$ cat src/rtl/snoop_order_pkg.sv
package snoop_order_pkg;

  typedef struct packed {
    logic in_svc;
    logic dn_pend;
    logic pend_mod;
    logic post_inv;
    logic prim_wr;
  } entry_t;

  typedef struct packed {
    logic wr;
    logic inv;
    logic express;
    logic need_rsp;
    logic plain_inv;
    logic uncache;
  } snoop_t;

  typedef struct packed {
    logic handled;
    logic set_post_inv;
    logic set_post_dng;
    logic rw_prim;
    logic rw_defer;
    logic enq;
    logic enq_pend;
    logic mark_resp;
    logic mark_had_wr;
    logic mark_sharers;
    logic attr_err;
  } verdict_t;

  localparam int unsigned VerdictW = $bits(verdict_t);

endpackage

$ cat src/rtl/snoop_order_decide.sv
module snoop_order_decide
  import snoop_order_pkg::*;
(
  input  entry_t   entry_i,
  input  snoop_t   snoop_i,
  output verdict_t verdict_o
);

  logic precede;
  logic replay;
  logic respond;
  logic downgrade;

  // snoop ordered ahead of our own request
  assign precede   = !entry_i.in_svc || (snoop_i.express && entry_i.dn_pend);
  assign replay    = !entry_i.post_inv && (entry_i.pend_mod || snoop_i.inv);
  assign respond   = replay && entry_i.pend_mod && snoop_i.need_rsp && !snoop_i.plain_inv;
  assign downgrade = !entry_i.post_inv && !snoop_i.wr && !snoop_i.uncache;

  always_comb begin
    verdict_o          = '0;
    verdict_o.attr_err = snoop_i.wr ^ snoop_i.inv;
    if (precede) begin
      verdict_o.rw_prim  = snoop_i.wr;
      verdict_o.rw_defer = snoop_i.wr;
    end else begin
      verdict_o.handled  = 1'b1;
      verdict_o.rw_defer = snoop_i.wr;
      if (replay) begin
        verdict_o.enq          = 1'b1;
        verdict_o.enq_pend     = entry_i.dn_pend && entry_i.prim_wr;
        verdict_o.set_post_inv = snoop_i.wr;
      end
      if (respond) begin
        verdict_o.mark_resp   = 1'b1;
        verdict_o.mark_had_wr = 1'b1;
      end
      if (downgrade) begin
        verdict_o.set_post_dng = 1'b1;
        verdict_o.mark_sharers = 1'b1;
      end
    end
  end

endmodule

$ cat src/rtl/snoop_order_reg.sv
module snoop_order_reg #(
  parameter int unsigned W = 8
) (
  input  logic         clk_i,
  input  logic         rst_ni,
  input  logic         d_valid_i,
  input  logic [W-1:0] d_data_i,
  output logic         q_valid_o,
  output logic [W-1:0] q_data_o
);

  always_ff @(posedge clk_i or negedge rst_ni) begin
    if (!rst_ni) begin
      q_valid_o <= 1'b0;
      q_data_o  <= '0;
    end else begin
      q_valid_o <= d_valid_i;
      q_data_o  <= d_valid_i ? d_data_i : '0;
    end
  end

endmodule

$ cat src/rtl/snoop_order_unit.sv
module snoop_order_unit
  import snoop_order_pkg::*;
(
  input  logic clk_i,
  input  logic rst_ni,
  input  logic in_svc_i,
  input  logic dn_pend_i,
  input  logic pend_mod_i,
  input  logic post_inv_i,
  input  logic prim_wr_i,
  input  logic snp_valid_i,
  output logic snp_ready_o,
  input  logic snp_wr_i,
  input  logic snp_inv_i,
  input  logic snp_express_i,
  input  logic snp_need_rsp_i,
  input  logic snp_plain_inv_i,
  input  logic snp_uncache_i,
  input  logic tgt_full_i,
  output logic res_valid_o,
  output logic res_handled_o,
  output logic set_post_inv_o,
  output logic set_post_dng_o,
  output logic rw_prim_o,
  output logic rw_defer_o,
  output logic enq_o,
  output logic enq_pend_o,
  output logic mark_resp_o,
  output logic mark_had_wr_o,
  output logic mark_sharers_o,
  output logic attr_err_o
);

  entry_t   entry;
  snoop_t   snoop;
  verdict_t verdict;
  verdict_t verdict_q;
  logic     fire;

  assign entry = '{in_svc: in_svc_i, dn_pend: dn_pend_i, pend_mod: pend_mod_i,
                   post_inv: post_inv_i, prim_wr: prim_wr_i};
  assign snoop = '{wr: snp_wr_i, inv: snp_inv_i, express: snp_express_i,
                   need_rsp: snp_need_rsp_i, plain_inv: snp_plain_inv_i,
                   uncache: snp_uncache_i};

  snoop_order_decide u_decide (
    .entry_i   (entry),
    .snoop_i   (snoop),
    .verdict_o (verdict)
  );

  // stall only when a queue slot is needed and none is free
  assign snp_ready_o = !(verdict.enq && tgt_full_i);
  assign fire        = snp_valid_i && snp_ready_o;

  snoop_order_reg #(.W(VerdictW)) u_reg (
    .clk_i     (clk_i),
    .rst_ni    (rst_ni),
    .d_valid_i (fire),
    .d_data_i  (verdict),
    .q_valid_o (res_valid_o),
    .q_data_o  (verdict_q)
  );

  assign res_handled_o  = verdict_q.handled;
  assign set_post_inv_o = verdict_q.set_post_inv;
  assign set_post_dng_o = verdict_q.set_post_dng;
  assign rw_prim_o      = verdict_q.rw_prim;
  assign rw_defer_o     = verdict_q.rw_defer;
  assign enq_o          = verdict_q.enq;
  assign enq_pend_o     = verdict_q.enq_pend;
  assign mark_resp_o    = verdict_q.mark_resp;
  assign mark_had_wr_o  = verdict_q.mark_had_wr;
  assign mark_sharers_o = verdict_q.mark_sharers;
  assign attr_err_o     = verdict_q.attr_err;

endmodule

$ cat config.mk
export PLATFORM = sky130hd
export DESIGN_NAME = snoop_order_unit
export DESIGN_NICKNAME = d
export VERILOG_FILES = /design/src/rtl/snoop_order_pkg.sv /design/src/rtl/snoop_order_decide.sv /design/src/rtl/snoop_order_reg.sv /design/src/rtl/snoop_order_unit.sv
export SDC_FILE = /design/constraint.sdc
export NUM_CORES = 1
export LEC_CHECK = 0
export BUFFER_PORTS_ARGS = -buffer_cell sky130_fd_sc_hd__buf_2
export CAP_MARGIN = 20
export CELL_PAD_IN_SITES_DETAIL_PLACEMENT = 1
export CELL_PAD_IN_SITES_GLOBAL_PLACEMENT = 1
export CORE_MARGIN = 2
export CORE_UTILIZATION = 29
export CTS_CLUSTER_SIZE = 20
export DETAILED_ROUTE_END_ITERATION = 8
export HOLD_SLACK_MARGIN = 0.03
export PLACE_DENSITY = 0.87
export RECOVER_POWER = 25
export SYNTH_ARGS = -nofsm -noshare
export SYNTH_HDL_FRONTEND = slang
export SYNTH_SLANG_ARGS = --single-unit
$ cat constraint.sdc
create_clock -name clk_i -period 1.26 [get_ports clk_i]
set_clock_uncertainty 0.15 [all_clocks]
set_input_delay 0.063 -clock clk_i [delete_from_list [all_inputs] [get_ports clk_i]]
set_output_delay 0.063 -clock clk_i [all_outputs]
set_load 0.02 [all_outputs]
* Word-level counts from Yosys, hierarchy flattened
Cells that the tools add are included.
Word-level totals: bits in registers 12, output and inout bits 13, logic and storage cells 29
Cells by class: multiplexer cells 8, bitwise operators 1, reduce and logical (&&, ||, !) cells 18
Operators by type and width (number):
- two-way mux 11 bit | 1
- logical AND 1 bit | 10
- logical NOT 1 bit | 6
- two-way mux 5 bit | 1
- two-way mux 2 bit | 2
- two-way mux 1 bit | 3
- two-way mux 3 bit | 1
- logical OR 1 bit | 2
- XOR 1 bit | 1

* Longest topological paths before layout
Gate-level depths: netlist of the first run.
word-level depth 11, gate-level depth with buffers 3, gate-level depth less buffers 3

* Hierarchy
From an unflattened synthesis of the first run, not the netlist that was laid out.
Unflattened totals: cells, all modules 42, area, all modules 521.8 µm²
By module, submodules not included:
- snoop_order_reg | instances 1, cells an instance 24, area each 380.4 µm²
- snoop_order_decide | instances 1, cells an instance 16, area each 130.1 µm²
- snoop_order_unit | instances 1, cells an instance 2, area each 11.3 µm²

* Worst setup path before layout of the first run
OpenSTA, ideal clock, no wires.
path kind input port to flip-flop, start input port in_svc_i, end register u_reg.q_data_o[3], library setup time 68 ps, arrival 768 ps, setup slack 274 ps, cell stages on the path 3, buffers on the path 0, cell sequence a21bo_4 > nor4_4 > and4b_1
On the way: word-level cells in the longest chain between the ends 7
Ends and longest elaborated chain:
- from (decl) | line snoop_order_unit.sv:6 | input logic in_svc_i,
- logical NOT 1 bit (*) | line snoop_order_decide.sv:15 | assign precede = !entry_i.in_svc || (snoop_i.express && entry_i.dn_pend);
- logical OR 1 bit (*) | line snoop_order_decide.sv:15
- two-way mux 5 bit (*) | line snoop_order_decide.sv:23 | if (precede) begin
- logical AND 1 bit | line snoop_order_unit.sv:53 | assign snp_ready_o = !(verdict.enq && tgt_full_i);
- logical NOT 1 bit | line snoop_order_unit.sv:53
- logical AND 1 bit | line snoop_order_unit.sv:54 | assign fire = snp_valid_i && snp_ready_o;
- two-way mux 11 bit (*) | line snoop_order_reg.sv:18 | q_data_o <= d_valid_i ? d_data_i : '0;
- to (signal assigned) | line snoop_order_reg.sv:18
- to (decl) | line snoop_order_reg.sv:9 | output logic [W-1:0] q_data_o
Every way passes the cells marked *; elsewhere a longest branch is shown, timed or not.

* Worst setup path in the final report of the first run
start input port snp_uncache_i, end register u_reg.q_data_o[8]
On the way: word-level cells in the longest chain between the ends 5
Ends and longest elaborated chain:
- from (decl) | line snoop_order_unit.sv:18 | input logic snp_uncache_i,
- logical NOT 1 bit | line snoop_order_decide.sv:18 | assign downgrade = !entry_i.post_inv && !snoop_i.wr && !snoop_i.uncache;
- logical AND 1 bit | line snoop_order_decide.sv:18
- two-way mux 1 bit | line snoop_order_decide.sv:38 | if (downgrade) begin
- two-way mux 3 bit | line snoop_order_decide.sv:23
- two-way mux 11 bit | line snoop_order_reg.sv:18
No other way between the ends.

==> results of run 1 <==
## cells by family after synthesis
| kind of cell | count (synthesis) |
|---|---|
| compound gates | 3 |
| buf+inv | 5 |
| xor+xnor | 1 |
| simple gates | 13 |
| flops | 10 |
## state kept, by name (all words and copies together), names as in the netlist
name             flops
u_reg.q_data_o       9
u_reg.q_valid_o      1
## report_power, final
group / switching (uW) / internal, uW
Combinational: 62.2 / 58.9
Sequential: 2.45 / 332
Clock: 106 / 175
Total: 170 / 566
## cells in the mapped netlist
cell type	n
dfrtp_1	10
nor2_1	5
inv_1	3
and3_1	2
buf_4	2
a21bo_4	1
and2_1	1
and4b_1	1
nand2b_1	1
nor3_1	1
nor4_4	1
o21ai_0	1
o31ai_2	1
or4_1	1
xnor2_1	1
## worst max-delay path by stage
stage / endpoint / slack (ps) / cells past startpoint
after detailed placement: u_reg.q_data_o[3] / 90 / 4
after floorplan: u_reg.q_data_o[3] / 270 / 3
final: u_reg.q_data_o[8] / 50 / 4
after CTS: u_reg.q_data_o[8] / 40 / 4
after global placement: u_reg.q_data_o[3] / 100 / 4
after global routing: u_reg.q_data_o[8] / 30 / 4
## layout make-up
type / instances / area share
well taps: 15 / 0.0276
clock buffers: 4 / 0.0533
multi-input cells: 17 / 0.186
inverters: 3 / 0.0165
repair buffers: 37 / 0.349
flip-flops and latches: 10 / 0.368
## cells in the final DEF, fill, tap and decap left out, types with 2 or more instances in the layout
master	instances
clkbuf_1	4
dfrtp_1	10
inv_1	3
nor2_1	4
and3_1	2
dlygate4sd3_1	10
clkbuf_4	3
buf_2	22
## stage by stage
step	power, uW	hold WS [ps]	setup slack (ps)	area, sq um	utilization
floorplan	387	-383	274	407	-
global route	771	-67.8	30.8	681	0.523
finish	737	-81.1	54.3	681	0.523
global placement	434	-230	98.3	546	0.419
detailed placement	436	-227	88.6	546	0.419
CTS	741	-110	43.4	682	0.524
## routing by layer
layer | GRT usage | wire length [um] | vias to the layer above | share of wire
met5 | 0 | 0 | - | 0
met4 | 0.194 | 74 | 0 | 0.062
met3 | 0.0565 | 86 | 6 | 0.072
met2 | 0.325 | 683 | 25 | 0.57
met1 | 0.0978 | 354 | 181 | 0.30
li1 | - | - | 182 | -
## repair_timing
action / CTS / global route
hold buffers: 10 / 1
gates resized for setup: 0 / 4
endpoints found under the setup margin: 0 / 2
hold endpoints to repair: 20 / 7
==> impl_results.md, run 1 <==
- Adder-cell share of the synthesized area: 0
- Critical Path Sink Type: register
- Critical Path AT: 1250 ps
- Die Span Y: 41.4 um
- Hold Crit Start: post_inv_i
- CTS tree: yes
- Syn_nets: 47
- Placer Congestion: 0.696
- DR iter-0 viols: 2
- Simple-Gate Fraction of Synth Area: 0.215
- CP startpoint: snp_uncache_i
- Multi-input combinational cell area: 126 sq um
- Fill cell total of the finished layout: 168
- First-pass GRT wire length: 1990 um
- Fmax: 0.829 GHz
- Post-Synth XOR/XNOR Area: 0.0215
- Mapped Cells: 32
- Status: complete, but fails checks
- Worst-path fanout max: 1
- PortBufs: 27
- RSZ-0062 raised after global routing: no
- Post-Syn Area per Cell: 12.7 sq um
- Leak: 0.000372 uW
- Synthesized area: 407 sq um
- Critical-path top delay cell: dlygate4sd3_1
- Final Max Tran Viols: 0
- Vias per inst: 4.58
- Register area: 250 sq um
- Tightest Pin Transition: 551 ps
- Relative max-transition margin: 0.629
- Post-synth top area share: 0.615
- Cell Pwr Density: 1080 nW/um^2
- Yosys reg bits: 10
- Via Count: 394
- Final setup fails: 0
- Initial core utilization: 0.313
- Total GRT Usage: 0.167
- Initial antenna violation count: 0
- Synth warn: 0
- Final Hold Fails: 6
- DRT Wirelength: 1200 um
- Cells along the critical path: dlygate4sd3_1 > buf_2 > or4_4 > nor2_4
- Total CTS buffers: 3
- Drt drc: 0
- Area delta synth->final: 67.4%
- Max VDD drop: 496 uV
- Crit Path Category: input pin to register
- Final period util: 0.957
- Row count: 13
- Main combinational cell family by area after synthesis: simple AND/OR/NAND/NOR gates
- Hold path endpoint: u_reg.q_data_o[5]
- Max cap viols: 0
- Routed WL per cell: 13.9 um
- Max stage delay on crit path: 530 ps
- Sequential area share after synthesis: 0.615
- Core Region: 1300 sq um
- Post-route ant nets: 0
- Share of layout cells above drive strength 1: 0.423
- Crit-path leading delay family: buffers and inverters
- Io pins: 28
- Setup TNS Final: 0 ps
- Vias in the first global route: 466
- Clock root buffer: clkbuf_4
- Failing checks: hold timing
- Overflow after GRT: 0
- WHS: -81.1 ps
- Buf/Inv on CP: 2
- Clock buffer depth: 2
- Drt first pass iters: 2
- Leading post-synthesis cells by cell area: dfrtp_1, nor4_4, nor2_1
- Post-synth cell types: 15
- Largest net degree at the start of global routing: 11
- Total clock sinks: 10
- Min-Delay Path Class: input pin to register
- Clock slew seen by the registers of the worst setup and hold paths: 60 ps
- Post-CTS setup buffer count: 0
- Largest area contributor in the synthesized netlist: dfrtp_1
- Critical Path Start Type: input pin
- Non-Filler Instances: 86
- Multiplexer area fraction after synthesis: 0
- Min cycle time layout: 1210 ps
- Die Span X: 41.4 um
- CP required: 1310 ps
- Final nets: 87
- Placed insts: 72
- H-tree depth: 1
- Synth Area in Compound Gates: 0.0831
- Antenna Cells: 0
- Hold Path Cell Cnt: 2
- Die Area: 1720 sq um
(Power assumes the default switching activity.)
==> run 2, diff against run 1 <==
--- a/config.mk
+++ b/config.mk
@@ -9,12 +9,13 @@
 export CAP_MARGIN = 20
 export CELL_PAD_IN_SITES_DETAIL_PLACEMENT = 1
 export CELL_PAD_IN_SITES_GLOBAL_PLACEMENT = 1
-export CORE_MARGIN = 2
-export CORE_UTILIZATION = 29
+export CORE_AREA = 2 2 39 41
+export CTS_BUF_LIST = sky130_fd_sc_hd__clkbuf_4 sky130_fd_sc_hd__clkbuf_8
 export CTS_CLUSTER_SIZE = 20
 export DETAILED_ROUTE_END_ITERATION = 8
+export DIE_AREA = 0 0 41 43
 export HOLD_SLACK_MARGIN = 0.03
-export PLACE_DENSITY = 0.87
+export PLACE_DENSITY = 0.89
 export RECOVER_POWER = 25
 export SYNTH_ARGS = -nofsm -noshare
 export SYNTH_HDL_FRONTEND = slang
==> impl_results.md, run 2 (synthesis gave the netlist of run 1 again) <==
- First-pass GRT wire length: 1880 um (was 1990 um)
- Biggest regs: u_reg.q_data_o: 9 flops, u_reg.q_valid_o: 1 flops (unchanged)
- Pre-CTS setup slack: 59.3 ps (was 88.6 ps)
- Cell Pwr Density: 990 nW/um^2 (was 1080 nW/um^2)
- Antenna Cells: 0 (unchanged)
- Critical Path Start Type: input pin (unchanged)
- Die Area: 1760 sq um (was 1720 sq um)
- Die Span X: 41 um (was 41.4 um)
- Fill cell total of the finished layout: 176 (was 168)
- Overflow after GRT: 0 (unchanged)
- Worst-path fanout max: 6 (was 1)
- P_int: 505 uW (was 566 uW)
- Crit Path Category: input pin to register (unchanged)
- Commonest non-fill, non-tap cell in the layout: buf_2 (unchanged)
- Vias in the first global route: 410 (was 466)
- Crit-path leading delay family: buffers and inverters (unchanged)
- DR iter-0 viols: 4 (was 2)
- DRT Wirelength: 1300 um (was 1200 um)
- Leak: 0.000387 uW (was 0.000372 uW)
- Largest net degree at the start of global routing: 11 (unchanged)
- Clock root buffer: clkbuf_4 (unchanged)
- Switching Power: 170 uW (about the same)
- Status: complete, but fails checks (unchanged)
- Slack of the critical path: 106 ps (was 54.3 ps)
- Clock power frac: 0.310 (was 0.382)
- Drt first pass iters: 3 (was 2)
- Die Span Y: 43 um (was 41.4 um)
- Failing checks: hold timing (unchanged)
- Final Hold Fails: 5 (was 6)
- Via Count: 389 (was 394)
- Critical Path AT: 1140 ps (was 1250 ps)
- Total clock sinks: 10 (unchanged)
- Final Max Tran Viols: 0 (unchanged)
- Io pins: 28 (unchanged)
- Total GRT Usage: 0.173 (was 0.167)
- Vias per inst: 4.52 (was 4.58)
- Max cap viols: 0 (unchanged)
- Total CTS buffers: 3 (unchanged)
- CP required: 1250 ps (was 1310 ps)
- Final setup fails: 0 (unchanged)
- WHS: -107 ps (was -81.1 ps)
- Clock slew seen by the registers of the worst setup and hold paths: 60 ps (about the same)
- Drt drc: 0 (unchanged)
- Reg power frac: 0.497 (was 0.454)
- Placer Congestion: 0.634 (was 0.696)
- PortBufs: 27 (unchanged)
- Min cycle time layout: 1150 ps (was 1210 ps)
- Area delta synth->final: 67.7% (was 67.4%)
- Fmax: 0.867 GHz (was 0.829 GHz)
- Cells along the critical path: buf_2 > a21bo_4 > and3_1 > dlygate4sd3_1 (was dlygate4sd3_1 > buf_2 > or4_4 > nor2_4)
- CTS tree: yes (unchanged)
- H-tree depth: 1 (unchanged)
- Max reg flops: 9 (unchanged)
- RSZ-0062 raised after global routing: no (unchanged)
- Min-Delay Path Class: input pin to register (unchanged)
- Clock buffer depth: 2 (unchanged)
- Max VDD drop: 447 uV (was 496 uV)
- Initial core utilization: 0.294 (was 0.313)
- Final period util: 0.916 (was 0.957)
- Sw Share: 0.252 (was 0.231)
- Share of layout cells above drive strength 1: 0.486 (was 0.423)
- Critical Path Sink Type: register (unchanged)
- Most frequent cells in the layout: buf_2, dfrtp_1, dlygate4sd3_1 (was buf_2, dlygate4sd3_1, dfrtp_1)
- Post-route ant nets: 0 (unchanged)
- Final nets: 87 (unchanged)
- Initial antenna violation count: 0 (unchanged)
- Logic gate share of total power: 0.193 (was 0.164)
- Relative max-transition margin: 0.641 (was 0.629)
- Largest register by flop count: u_reg.q_data_o (unchanged)
- Core Region: 1380 sq um (was 1300 sq um)
- Tightest Pin Transition: 539 ps (was 551 ps)
- Buf/Inv on CP: 2 (unchanged)
- Critical-path top delay cell: dlygate4sd3_1 (unchanged)
- Setup TNS Final: 0 ps (unchanged)
- Max stage delay on crit path: 550 ps (was 530 ps)
- Row count: 14 (was 13)
- Routed WL per cell: 15.1 um (was 13.9 um)
-- run 2: layout make-up --
| cell class | count | area, sq um | share of cell area |
|---|---|---|---|
| flip-flops and latches | 10 | 250 | 0.367 |
| repair buffers | 37 | 240 | 0.352 |
| multi-input cells | 17 | 138 | 0.202 |
| clock buffers | 3 | 22.5 | 0.0330 |
| well taps | 16 | 20.0 | 0.0294 |
| inverters | 3 | 11.3 | 0.0165 |
-- run 2: path summary, 6_finish.rpt --
check                      cells after the start  startpoint                end
max in group asynchronous                      2      rst_ni    u_reg.q_valid_o
max                                            4   dn_pend_i  u_reg.q_data_o[7]
min in group asynchronous                      2      rst_ni  u_reg.q_data_o[9]
min                                            2  post_inv_i  u_reg.q_data_o[5]
-- run 2: power groups by stage --
stage | clock, uW | combinational (uW) | sequential (uW)
after detailed placement | 0 | 97.9 | 342
final | 209 | 131 | 336
after global routing | 239 | 141 | 336
after floorplan | 0 | 30.5 | 356
after CTS | 212 | 119 | 336
after global placement | 0 | 94.1 | 340
-- run 2: layer usage --
metal | routed length, um | global-route usage | vias up
met5 | 0 | 0 | -
met4 | 19 | 0.0600 | 0
met3 | 126 | 0.0681 | 3
met2 | 675 | 0.294 | 21
met1 | 476 | 0.180 | 184
li1 | - | - | 181
-- run 2: through the flow --
stage / hold WS, ps / power [uW] / utilization / instance area (sq um) / cells
after floorplan: -383 / 387 / - / 407 / 32
after global placement: -231 / 434 / 0.395 / 547 / 73
after detailed placement: -216 / 440 / 0.395 / 547 / 73
after CTS: -102 / 667 / 0.469 / 649 / 84
after global routing: -101 / 717 / 0.493 / 682 / 86
final: -107 / 675 / 0.493 / 682 / 86
-- run 2: repair_timing --
| action | 4_1_cts | 5_1_grt |
|---|---|---|
| gates resized for setup | 0 | 4 |
| endpoints found under the setup margin | 0 | 1 |
| hold endpoints to repair | 20 | 7 |
| hold buffers | 8 | 1 |
| setup buffers | 0 | 1 |
==> run 3, diff against run 2 <==
--- a/config.mk
+++ b/config.mk
@@ -17,6 +17,7 @@
 export HOLD_SLACK_MARGIN = 0.03
 export PLACE_DENSITY = 0.89
 export RECOVER_POWER = 25
+export SETUP_SLACK_MARGIN = 0.15
 export SYNTH_ARGS = -nofsm -noshare
 export SYNTH_HDL_FRONTEND = slang
 export SYNTH_SLANG_ARGS = --single-unit
==> impl_results.md, run 3 (synthesis gave the netlist of run 1 again) <==
- Status: complete, but fails checks (unchanged)
- Failing checks: hold timing (unchanged)
- Critical Path Start Type: register (was input pin)
- Io pins: 28 (unchanged)
- Routed WL per cell: 14.8 um (was 15.1 um)
- Tightest Pin Transition: 536 ps (was 539 ps)
- Largest register by flop count: u_reg.q_data_o (unchanged)
- Buf/Inv on CP: 1 (was 2)
- Total clock sinks: 10 (unchanged)
- First-pass GRT wire length: 1860 um (was 1880 um)
- Placed insts: 73 (unchanged)
- Final period util: 0.805 (was 0.916)
- Clock slew seen by the registers of the worst setup and hold paths: 60 ps (about the same)
- Commonest non-fill, non-tap cell in the layout: buf_2 (unchanged)
- Critical-path top delay cell: dfrtp_1 (was dlygate4sd3_1)
- Fill cell total of the finished layout: 178 (was 176)
- Vias in the first global route: 404 (was 410)
- Fmax: 0.986 GHz (was 0.867 GHz)
- Die Span Y: 43 um (unchanged)
- Row count: 14 (unchanged)
- Hold Crit Start: post_inv_i (unchanged)
- Crit Path Category: register to primary output (was input pin to register)
- Initial core utilization: 0.294 (unchanged)
- Vias per inst: 4.54 (was 4.52)
- Overflow after GRT: 0 (unchanged)
- PortBufs: 27 (unchanged)
- Relative max-transition margin: 0.643 (was 0.641)
- Hold Path Cell Cnt: 2 (unchanged)
- Multi-input combinational cell area: 130 sq um (was 138 sq um)
- Antenna Cells: 0 (unchanged)
- Setup TNS Final: 0 ps (unchanged)
- Utilization after layout: 0.461 (was 0.493)
- CTS resizes: 0 (unchanged)
- Max reg flops: 9 (unchanged)
- Drt drc: 0 (unchanged)
- Max VDD drop: 447 uV (about the same)
- Leak: 0.000355 uW (was 0.000387 uW)
- Die Area: 1760 sq um (unchanged)
- Share of layout cells above drive strength 1: 0.478 (was 0.486)
- DRT Wirelength: 1230 um (was 1300 um)
- Cell Pwr Density: 1030 nW/um^2 (was 990 nW/um^2)
- WHS: -99.3 ps (was -107 ps)
- Min cycle time layout: 1010 ps (was 1150 ps)
- Placer Congestion: 0.634 (unchanged)
- Core Region: 1380 sq um (unchanged)
- Clock root buffer: clkbuf_4 (unchanged)
- Most frequent cells in the layout: buf_2, dfrtp_1, dlygate4sd3_1 (unchanged)
- Critical Path AT: 800 ps (was 1140 ps)
- H-tree depth: 1 (unchanged)
- Final setup fails: 0 (unchanged)
- Clock buffer depth: 2 (unchanged)
- Register area: 250 sq um (unchanged)
- Critical Path Sink Type: primary output (was register)
- Area delta synth->final: 56.9% (was 67.7%)
- Non-Filler Instances: 83 (was 86)
- Hold path endpoint: u_reg.q_data_o[5] (unchanged)
- Total GRT Usage: 0.171 (was 0.173)
- Max stage delay on crit path: 380 ps (was 550 ps)
- Final nets: 84 (was 87)
- CP required: 1050 ps (was 1250 ps)
- Die Span X: 41 um (unchanged)
- Worst-path fanout max: 2 (was 6)
- RSZ-0062 raised after global routing: no (unchanged)
- Crit-path leading delay family: flip-flops (was buffers and inverters)
- Cts-stage hold buffer count: 7 (was 8)
- Total CTS buffers: 3 (unchanged)
- Drt first pass iters: 3 (unchanged)
- Initial antenna violation count: 0 (unchanged)
- Post-route ant nets: 0 (unchanged)
- Min-Delay Path Class: input pin to register (unchanged)
- Cells along the critical path: buf_2 (was buf_2 > a21bo_4 > and3_1 > dlygate4sd3_1)
- Final Max Tran Viols: 0 (unchanged)
- Max cap viols: 0 (unchanged)
- Largest net degree at the start of global routing: 11 (unchanged)
- DR iter-0 viols: 8 (was 4)
- CTS tree: yes (unchanged)
- Biggest regs: u_reg.q_data_o: 9 flops, u_reg.q_valid_o: 1 flops (unchanged)
- Via Count: 377 (was 389)
- Final Hold Fails: 8 (was 5)
run 3: changes by cell type in the layout (fill, tap and decap cells not counted), sizes merged:
cell,delta
buf,-1
dlygate4sd3,-1
dlymetal6s4s,-1
run 3: metal layers:
| layer | global-route usage | share of wire |
|---|---|---|
| met1 | 0.180 | 0.36 |
| met2 | 0.288 | 0.52 |
| met3 | 0.0681 | 0.11 |
| met4 | 0.0600 | 0.011 |
| met5 | 0 | 0 |
run 3: report_power, final:
group / internal [uW] / switching [uW] / total (uW)
sequential: 332 / 3.23 / 336
combinational: 52.6 / 63.6 / 116
clock: 110 / 97.8 / 208
total: 495 / 165 / 659
run 3: per-stage QoR:
stage                     power (uW)  hold slack (ps)  worst slack (ps)  area [sq um]
after global placement           434             -231               104           547
after floorplan                  387             -383               274           407
final                            659            -99.3               246           638
after global routing             704            -99.2               202           638
after detailed placement         440             -216              59.3           547
after CTS                        664             -102               238           639
run 3: how the worst max path moves through the flow:
stage | from | endpoint | slack, ps | depth (start not counted)
2_1_floorplan | in_svc_i | u_reg.q_data_o[3] | 270 | 3
6_report | u_reg.q_data_o[3] | mark_had_wr_o | 250 | 1
5_1_grt | u_reg.q_data_o[3] | mark_resp_o | 200 | 1
3_5_place_dp | snp_express_i | u_reg.q_data_o[8] | 60 | 4
4_1_cts | u_reg.q_data_o[3] | mark_had_wr_o | 240 | 1
3_3_place_gp | snp_express_i | u_reg.q_data_o[3] | 100 | 4
run 3: layout make-up:
class | count | share of cell area
Clock buffer | 3 | 0.0353
Inverter | 3 | 0.0176
Multi-Input combinational cell | 17 | 0.204
Sequential cell | 10 | 0.392
Tap cell | 16 | 0.0314
Timing Repair Buffer | 34 | 0.320
run 3: what timing repair did:
action / in CTS / in global routing
hold endpoints to repair: 20 / 9
endpoints found under the setup margin: 0 / 0
buffers inserted: 0 / 0
